### src/rtl/nibrtc_pkg.sv
package nibrtc_pkg;
  localparam int NIB_W      = 4;
  localparam int REG_CNT    = 16;
  localparam int ADDR_W     = $clog2(REG_CNT);
  localparam int BYTE_W     = 8;
  localparam int FLAG_READ  = 6;
  localparam int FLAG_ADDR  = 5;
  localparam int FLAG_DATA  = 4;
  localparam logic [ADDR_W-1:0] CTRL_ADDR  = 4'hE;
  localparam int                BUSY_BIT   = 0;
  localparam logic [NIB_W-1:0]  CTRL_RESET = 4'b0010;

  typedef enum logic [1:0] {
    CMD_NONE,
    CMD_ADDR,
    CMD_READ,
    CMD_WRITE
  } cmd_e;

  function automatic cmd_e decode_cmd(input logic [BYTE_W-1:0] b);
    if (b[FLAG_ADDR]) return b[FLAG_READ] ? CMD_READ : CMD_ADDR;
    if (b[FLAG_DATA]) return CMD_WRITE;
    return CMD_NONE;
  endfunction
endpackage

### src/rtl/nibrtc_sync.sv
module nibrtc_sync #(
  parameter int STAGES = 2,
  parameter int WIDTH  = 3
) (
  input  logic             clk,
  input  logic             rst_n,
  input  logic [WIDTH-1:0] d,
  output logic [WIDTH-1:0] q
);
  logic [WIDTH-1:0] chain [STAGES];

  generate
    for (genvar s = 0; s < STAGES; s++) begin : g_stage
      always_ff @(posedge clk or negedge rst_n) begin
        if (!rst_n) chain[s] <= '0;
        else if (s == 0) chain[s] <= d;
        else chain[s] <= chain[(s == 0) ? 0 : s-1];
      end
    end
  endgenerate

  assign q = chain[STAGES-1];
endmodule

### src/rtl/nibrtc_serdes.sv
module nibrtc_serdes
  import nibrtc_pkg::*;
(
  input  logic              clk,
  input  logic              rst_n,
  input  logic              ce_s,
  input  logic              scl_s,
  input  logic              sda_s,
  input  logic              load,
  input  logic [BYTE_W-1:0] load_byte,
  output logic              byte_done,
  output logic [BYTE_W-1:0] rx_byte,
  output logic              scl_fall,
  output logic              sda_out,
  output logic              sda_oe
);
  localparam int CNT_W = $clog2(BYTE_W);
  localparam logic [CNT_W-1:0] LAST = CNT_W'(BYTE_W - 1);

  logic              scl_q;
  logic              scl_rise;
  logic [CNT_W-1:0]  cnt;
  logic [BYTE_W-1:0] shreg;
  logic [BYTE_W-1:0] txreg;
  logic              rd_on;

  assign scl_rise  = ce_s & scl_s & ~scl_q;
  assign scl_fall  = ce_s & ~scl_s & scl_q;
  assign rx_byte   = {shreg[BYTE_W-2:0], sda_s};
  assign byte_done = scl_rise & ~rd_on & (cnt == LAST);
  assign sda_out   = rd_on & txreg[BYTE_W-1];
  assign sda_oe    = rd_on;

  always_ff @(posedge clk or negedge rst_n) begin
    if (!rst_n) scl_q <= 1'b0;
    else        scl_q <= scl_s;
  end

  always_ff @(posedge clk or negedge rst_n) begin
    if (!rst_n) begin
      cnt   <= '0;
      shreg <= '0;
      txreg <= '0;
      rd_on <= 1'b0;
    end else if (!ce_s) begin
      cnt   <= '0;
      rd_on <= 1'b0;
      txreg <= '0;
    end else if (load) begin
      rd_on <= 1'b1;
      txreg <= load_byte;
      cnt   <= '0;
    end else if (rd_on) begin
      if (scl_fall) txreg <= {txreg[BYTE_W-2:0], 1'b0};
      if (scl_rise) begin
        cnt <= (cnt == LAST) ? '0 : cnt + 1'b1;
        if (cnt == LAST) rd_on <= 1'b0;
      end
    end else if (scl_rise) begin
      shreg <= rx_byte;
      cnt   <= (cnt == LAST) ? '0 : cnt + 1'b1;
    end
  end
endmodule

### src/rtl/nibrtc_regfile.sv
module nibrtc_regfile
  import nibrtc_pkg::*;
(
  input  logic              clk,
  input  logic              rst_n,
  input  logic              we,
  input  logic [ADDR_W-1:0] waddr,
  input  logic [NIB_W-1:0]  wdata,
  input  logic [ADDR_W-1:0] raddr_bus,
  output logic [NIB_W-1:0]  rdata_bus,
  input  logic [ADDR_W-1:0] raddr_dbg,
  output logic [NIB_W-1:0]  rdata_dbg
);
  logic [NIB_W-1:0] regs [REG_CNT];

  generate
    for (genvar r = 0; r < REG_CNT; r++) begin : g_reg
      localparam logic [NIB_W-1:0] RST_VAL =
        (r == int'(CTRL_ADDR)) ? CTRL_RESET : '0;
      always_ff @(posedge clk or negedge rst_n) begin
        if (!rst_n) regs[r] <= RST_VAL;
        else if (we && waddr == ADDR_W'(r)) regs[r] <= wdata;
      end
    end
  endgenerate

  assign rdata_bus = regs[raddr_bus];
  assign rdata_dbg = regs[raddr_dbg];
endmodule

### src/rtl/nibrtc_slave.sv
module nibrtc_slave
  import nibrtc_pkg::*;
#(
  parameter int SYNC_STAGES = 2
) (
  input  logic                        clk,
  input  logic                        rst_n,
  input  logic                        ce,
  input  logic                        scl,
  input  logic                        sda_in,
  output logic                        sda_out,
  output logic                        sda_oe,
  input  logic                        busy_force,
  input  logic [nibrtc_pkg::ADDR_W-1:0] dbg_addr,
  output logic [nibrtc_pkg::NIB_W-1:0]  dbg_nib
);
  logic [2:0]        bus_s;
  logic              ce_s, scl_s, sda_s;
  logic              byte_done, scl_fall, rd_load, rf_we;
  logic [BYTE_W-1:0] rx_byte;
  logic [ADDR_W-1:0] addr_q, rd_addr;
  logic [NIB_W-1:0]  bus_nib, rd_nib;
  cmd_e              cmd;

  nibrtc_sync #(.STAGES(SYNC_STAGES), .WIDTH(3)) u_sync (
    .clk(clk), .rst_n(rst_n), .d({ce, scl, sda_in}), .q(bus_s)
  );
  assign {ce_s, scl_s, sda_s} = bus_s;

  assign cmd     = decode_cmd(rx_byte);
  assign rf_we   = byte_done && cmd == CMD_WRITE;
  assign rd_load = byte_done && cmd == CMD_READ;
  assign rd_addr = rx_byte[ADDR_W-1:0];

  always_ff @(posedge clk or negedge rst_n) begin
    if (!rst_n) addr_q <= '0;
    else if (byte_done && (cmd == CMD_ADDR || cmd == CMD_READ)) addr_q <= rd_addr;
  end

  always_comb begin
    rd_nib = bus_nib;
    if (rd_addr == CTRL_ADDR && busy_force) rd_nib[BUSY_BIT] = 1'b1;
  end

  nibrtc_regfile u_rf (
    .clk(clk), .rst_n(rst_n),
    .we(rf_we), .waddr(addr_q), .wdata(rx_byte[NIB_W-1:0]),
    .raddr_bus(rd_addr), .rdata_bus(bus_nib),
    .raddr_dbg(dbg_addr), .rdata_dbg(dbg_nib)
  );

  nibrtc_serdes u_serdes (
    .clk(clk), .rst_n(rst_n), .ce_s(ce_s), .scl_s(scl_s), .sda_s(sda_s),
    .load(rd_load), .load_byte({{(BYTE_W-NIB_W){1'b0}}, rd_nib}),
    .byte_done(byte_done), .rx_byte(rx_byte), .scl_fall(scl_fall),
    .sda_out(sda_out), .sda_oe(sda_oe)
  );
endmodule

### config.mk
export PLATFORM = sky130hd
export DESIGN_NAME = nibrtc_slave
export DESIGN_NICKNAME = d
export VERILOG_FILES = /design/src/rtl/nibrtc_pkg.sv /design/src/rtl/nibrtc_sync.sv /design/src/rtl/nibrtc_serdes.sv /design/src/rtl/nibrtc_regfile.sv /design/src/rtl/nibrtc_slave.sv
export SDC_FILE = /design/constraint.sdc
export NUM_CORES = 1
export LEC_CHECK = 0
export ABC_AREA = 1
export BUFFER_PORTS_ARGS = -buffer_cell sky130_fd_sc_hd__buf_4
export CAP_MARGIN = 20
export CORE_UTILIZATION = 50
export CTS_CLUSTER_DIAMETER = 100
export CTS_CLUSTER_SIZE = 40
export DETAILED_ROUTE_END_ITERATION = 12
export HOLD_SLACK_MARGIN = 0.03
export PLACE_DENSITY = 0.66
export RECOVER_POWER = 25
export SYNTH_ARGS = -nofsm -noshare
export SYNTH_HDL_FRONTEND = slang
export SYNTH_SLANG_ARGS = --single-unit
### constraint.sdc
create_clock -name clk -period 2.6 [get_ports clk]
set_input_delay 0.26 -clock clk [delete_from_list [all_inputs] [get_ports clk]]
set_output_delay 0.26 -clock clk [all_outputs]
set_load 0.1 [all_outputs]
==> key figures <==
Status
  – Status: completed

Place
  – Gpl congestion: approximately 0.85
  – HPWL after DPL: 8080 µm
  – Pre-CTS setup slack: 0.598 ns
  – Port Buf Inserts: 15

Final layout
  – Layout area overhead: 9.05%
  – Number of nets in the layout: 663
  – Final core utilization: 56.1%
  – Antenna Cells: 0
  – Share of layout cells above drive strength 1: 11.5%

Setup path
  – Worst path cell trace: nor2_1 > a21oi_1 > ha_1 > nand4_1 > buf_4 > nand3_1 > o21ai_0
  – Buf+Inv Stages, Crit Path: 1
  – Crit-path max cell delay: around 0.42 ns
  – CP max FO: 14
  – CP Launch Type: register
  – Slowest-stage cell, CP: dfrtp_1
  – Crit path capture type: register
  – Critical Path AT: 2.31 ns
  – CP top delay family: simple AND/OR/NAND/NOR gates
  – Kind of critical path: register to register
  – WP data required: between 2 and 3 ns

Detailed routing
  – Wire length per cell: 14.9 µm
  – First drt pass iteration count: 4
  – DRC viols: 0
  – Vias: 4216
  – Number of DRC markers in iteration 0: ~270
  – Detail Route Antenna Nets: 0
  – Routed Wire Length: 11800 µm
  – Vias per cell: 5.35

Clocking
  – Post-CTS setup buffer count: 0
  – Total CTS buffers: 9
  – Root Buffer: clkbuf_8
  – Clk pin slew, worst setup/hold paths: 0.10 ns
  – Clk buf depth: 2
  – # H-tree levels: 3
  – Clock latency on the worst-skew pair: 0.38 ns
  – Clk sinks: between 90 and 100
  – CTS tree: built

Die
  – Die X: 102 µm
  – Initial core utilization: 51.4%
  – Core area: between 9000 and 10000 µm²
  – Top Ports: 16
  – Cell Rows: 36
  – Die height: 102 µm
  – Die ar.: 10400 µm²

Timing
  – Max Slew Vio Count: 0
  – Worst setup margin: 0.577 ns
  – FMAX: ~490 MHz
  – Setup Skew: 0.00969 ns
  – RSZ-0062 raised after global routing: false
  – Endpoints failing hold: 0
  – Tmin final: 2.02 ns
  – Slew at the pin closest to its max-slew limit: 1.19 ns
  – Hold_ws: 0.356 ns
  – Setup tns final: 0 ns
  – Final Setup Violations: 0
  – Period utilisation layout: 77.8%
  – Relative slew slack: 20.7%

Logic synthesis
  – Sequential area share after synthesis: a little under half
  – Synth area leaders: dfrtp_1, nand2_1, nand3_1
  – Synthesized instance count: 641
  – Mapped Area: 5000 µm²
  – Synth Register Bits: 93
  – Yosys Warn Count: 0
  – Distinct cells, synth: 28
  – Post-Syn Nets: ~650
  – Area leader, netlist: dfrtp_1
  – Syn_area_per_cell: ~7.8 µm²
  – Top-area cell type share of the netlist area: around 46%
  – Dominant synthesized flop cell: dfrtp_1
  – Ys async rst share: 100%
  – EDFF count, synth: 0

Global route
  – Largest net degree at the start of global routing: 63
  – Initial antenna violation count: 0
  – Vias in the first global route: 3838
  – Total congestion overflow: 0
  – GRT Total Usage: 24.9%
  – First-pass GRT wire length: 19400 µm

Power and ir drop
  – Power Density: 535 nW/µm²
  – Peak supply drop: approximately 0.00032 V
  – Static leakage: 2.63 nW

Min path
  – Hold WC Path Type: register to register

Job
  – Max-cap viol count: 0
==> worst register-to-register path, delay by kind of cell, from the launching register on <==
kind	cells	cell delay (ns)
adder cells (fa/ha/maj)	1	0.20
flip-flops	1	0.42
AND/OR/NAND/NOR	3	0.76
AO/OA/AOI/OAI	2	0.37
buffers and inverters	1	0.18
==> layer usage <==
metal  wire (µm)  global-route usage [%]
met1        5680                    36.3
met5           0                       0
met2        5290                    37.7
met4         216                    10.8
met3         567                    2.74
==> placed cells by master, fill, tap and decap left out, types with 2 or more instances in the layout <==
cell type,n
nand3_1,58
nor2_8,5
clkinv_4,3
inv_6,2
dlygate4sd3_1,4
nand2_4,14
nand4_1,7
o21ai_1,58
nand2_2,4
o21ai_0,42
a21oi_1,36
clkbuf_8,9
inv_2,2
o21ai_2,6
nand2_1,190
nor2_1,13
dfrtp_1,92
clkinvlp_4,2
o211ai_1,12
inv_1,60
mux2i_1,2
buf_4,20
ha_1,3
clkbuf_4,3
==> synthesized netlist by cell type, types with 3 or more instances <==
library cell / count
nand2_1: 190
dfrtp_1: 92
inv_1: 60
nand3_1: 58
o21ai_1: 58
o21ai_0: 42
a21oi_1: 36
clkbuf_1: 20
nand2_4: 14
nor2_1: 13
o211ai_1: 12
buf_2: 7
nand4_1: 7
o21ai_2: 6
nor2_8: 5
nand2_2: 4
ha_1: 3
==> cells by family (layout without fill, tap and decap cells) <==
| kind of cell | Yosys count | count (layout) | synth area share, % |
|---|---|---|---|
| compound gates | 155 | 155 | 16.6 |
| fa+ha+maj | 3 | 3 | 0.750 |
| buf+inv | 94 | 108 | 7.40 |
| flops | 93 | 93 | 46.5 |
| mux | 2 | 2 | 0.400 |
| simple gates | 294 | 294 | 28.3 |
==> area by class of cell <==
cell class	count	area, µm²
Tap cell	133	166
Sequential cell	93	2330
Clock buffer	9	124
Multi-Input combinational cell	454	2310
Inverter	63	236
Fill cell	930	4270
Timing Repair Buffer	29	238
Clock inverter	7	58.8
==> metrics by stage <==
step	std cells	area [µm²]	total power (W)
global placement	768	5240	0.00202
global route	788	5460	0.00304
finish	788	5460	0.00292
detailed placement	768	5240	0.00203
floorplan	641	5000	0.00185
CTS	788	5460	0.00294
==> where the power goes <==
part | total, W | internal, W | switching (W) | leakage (nW)
clock | 0.000915 | 0.000359 | 0.000556 | 0.0864
combinational | 0.000500 | 0.000138 | 0.000362 | 1.27
sequential | 0.00150 | 0.00147 | 0.0000303 | 1.27
total | 0.00292 | 0.00197 | 0.000949 | 2.63
==> path summary, 6_finish.rpt <==
kind / start / cells after the start / endpoint / slack, ns
max: u_serdes.shreg[4] / 7 / u_serdes.shreg[1] / 0.58
min: u_sync.chain[5] / 0 / u_sync.q[2] / 0.36
max reg2reg: u_serdes.shreg[4] / 7 / u_serdes.shreg[1] / 0.58
min reg2reg: u_sync.chain[5] / 0 / u_sync.q[2] / 0.36
max in group asynchronous: rst_n / 3 / u_rf.regs[59] / 1.11
min in group asynchronous: rst_n / 2 / u_rf.regs[6] / 0.65
==> state kept, by name, indices dropped and copies added, names as in the netlist <==
| register | cells |
|---|---|
| u_sync.chain | 3 |
| u_serdes.sda_oe | 1 |
| u_serdes.shreg | 6 |
| addr_q | 4 |
| u_sync.q | 3 |
| u_serdes.scl_q | 1 |
| u_rf.regs | 64 |
| u_serdes.txreg | 8 |
| u_serdes.cnt | 3 |
==> timing repair <==
action                    CTS  global route
hold buffers                4             0
gates resized for setup     0             0
hold endpoints to repair   47             0
(Power assumes the default switching activity.)
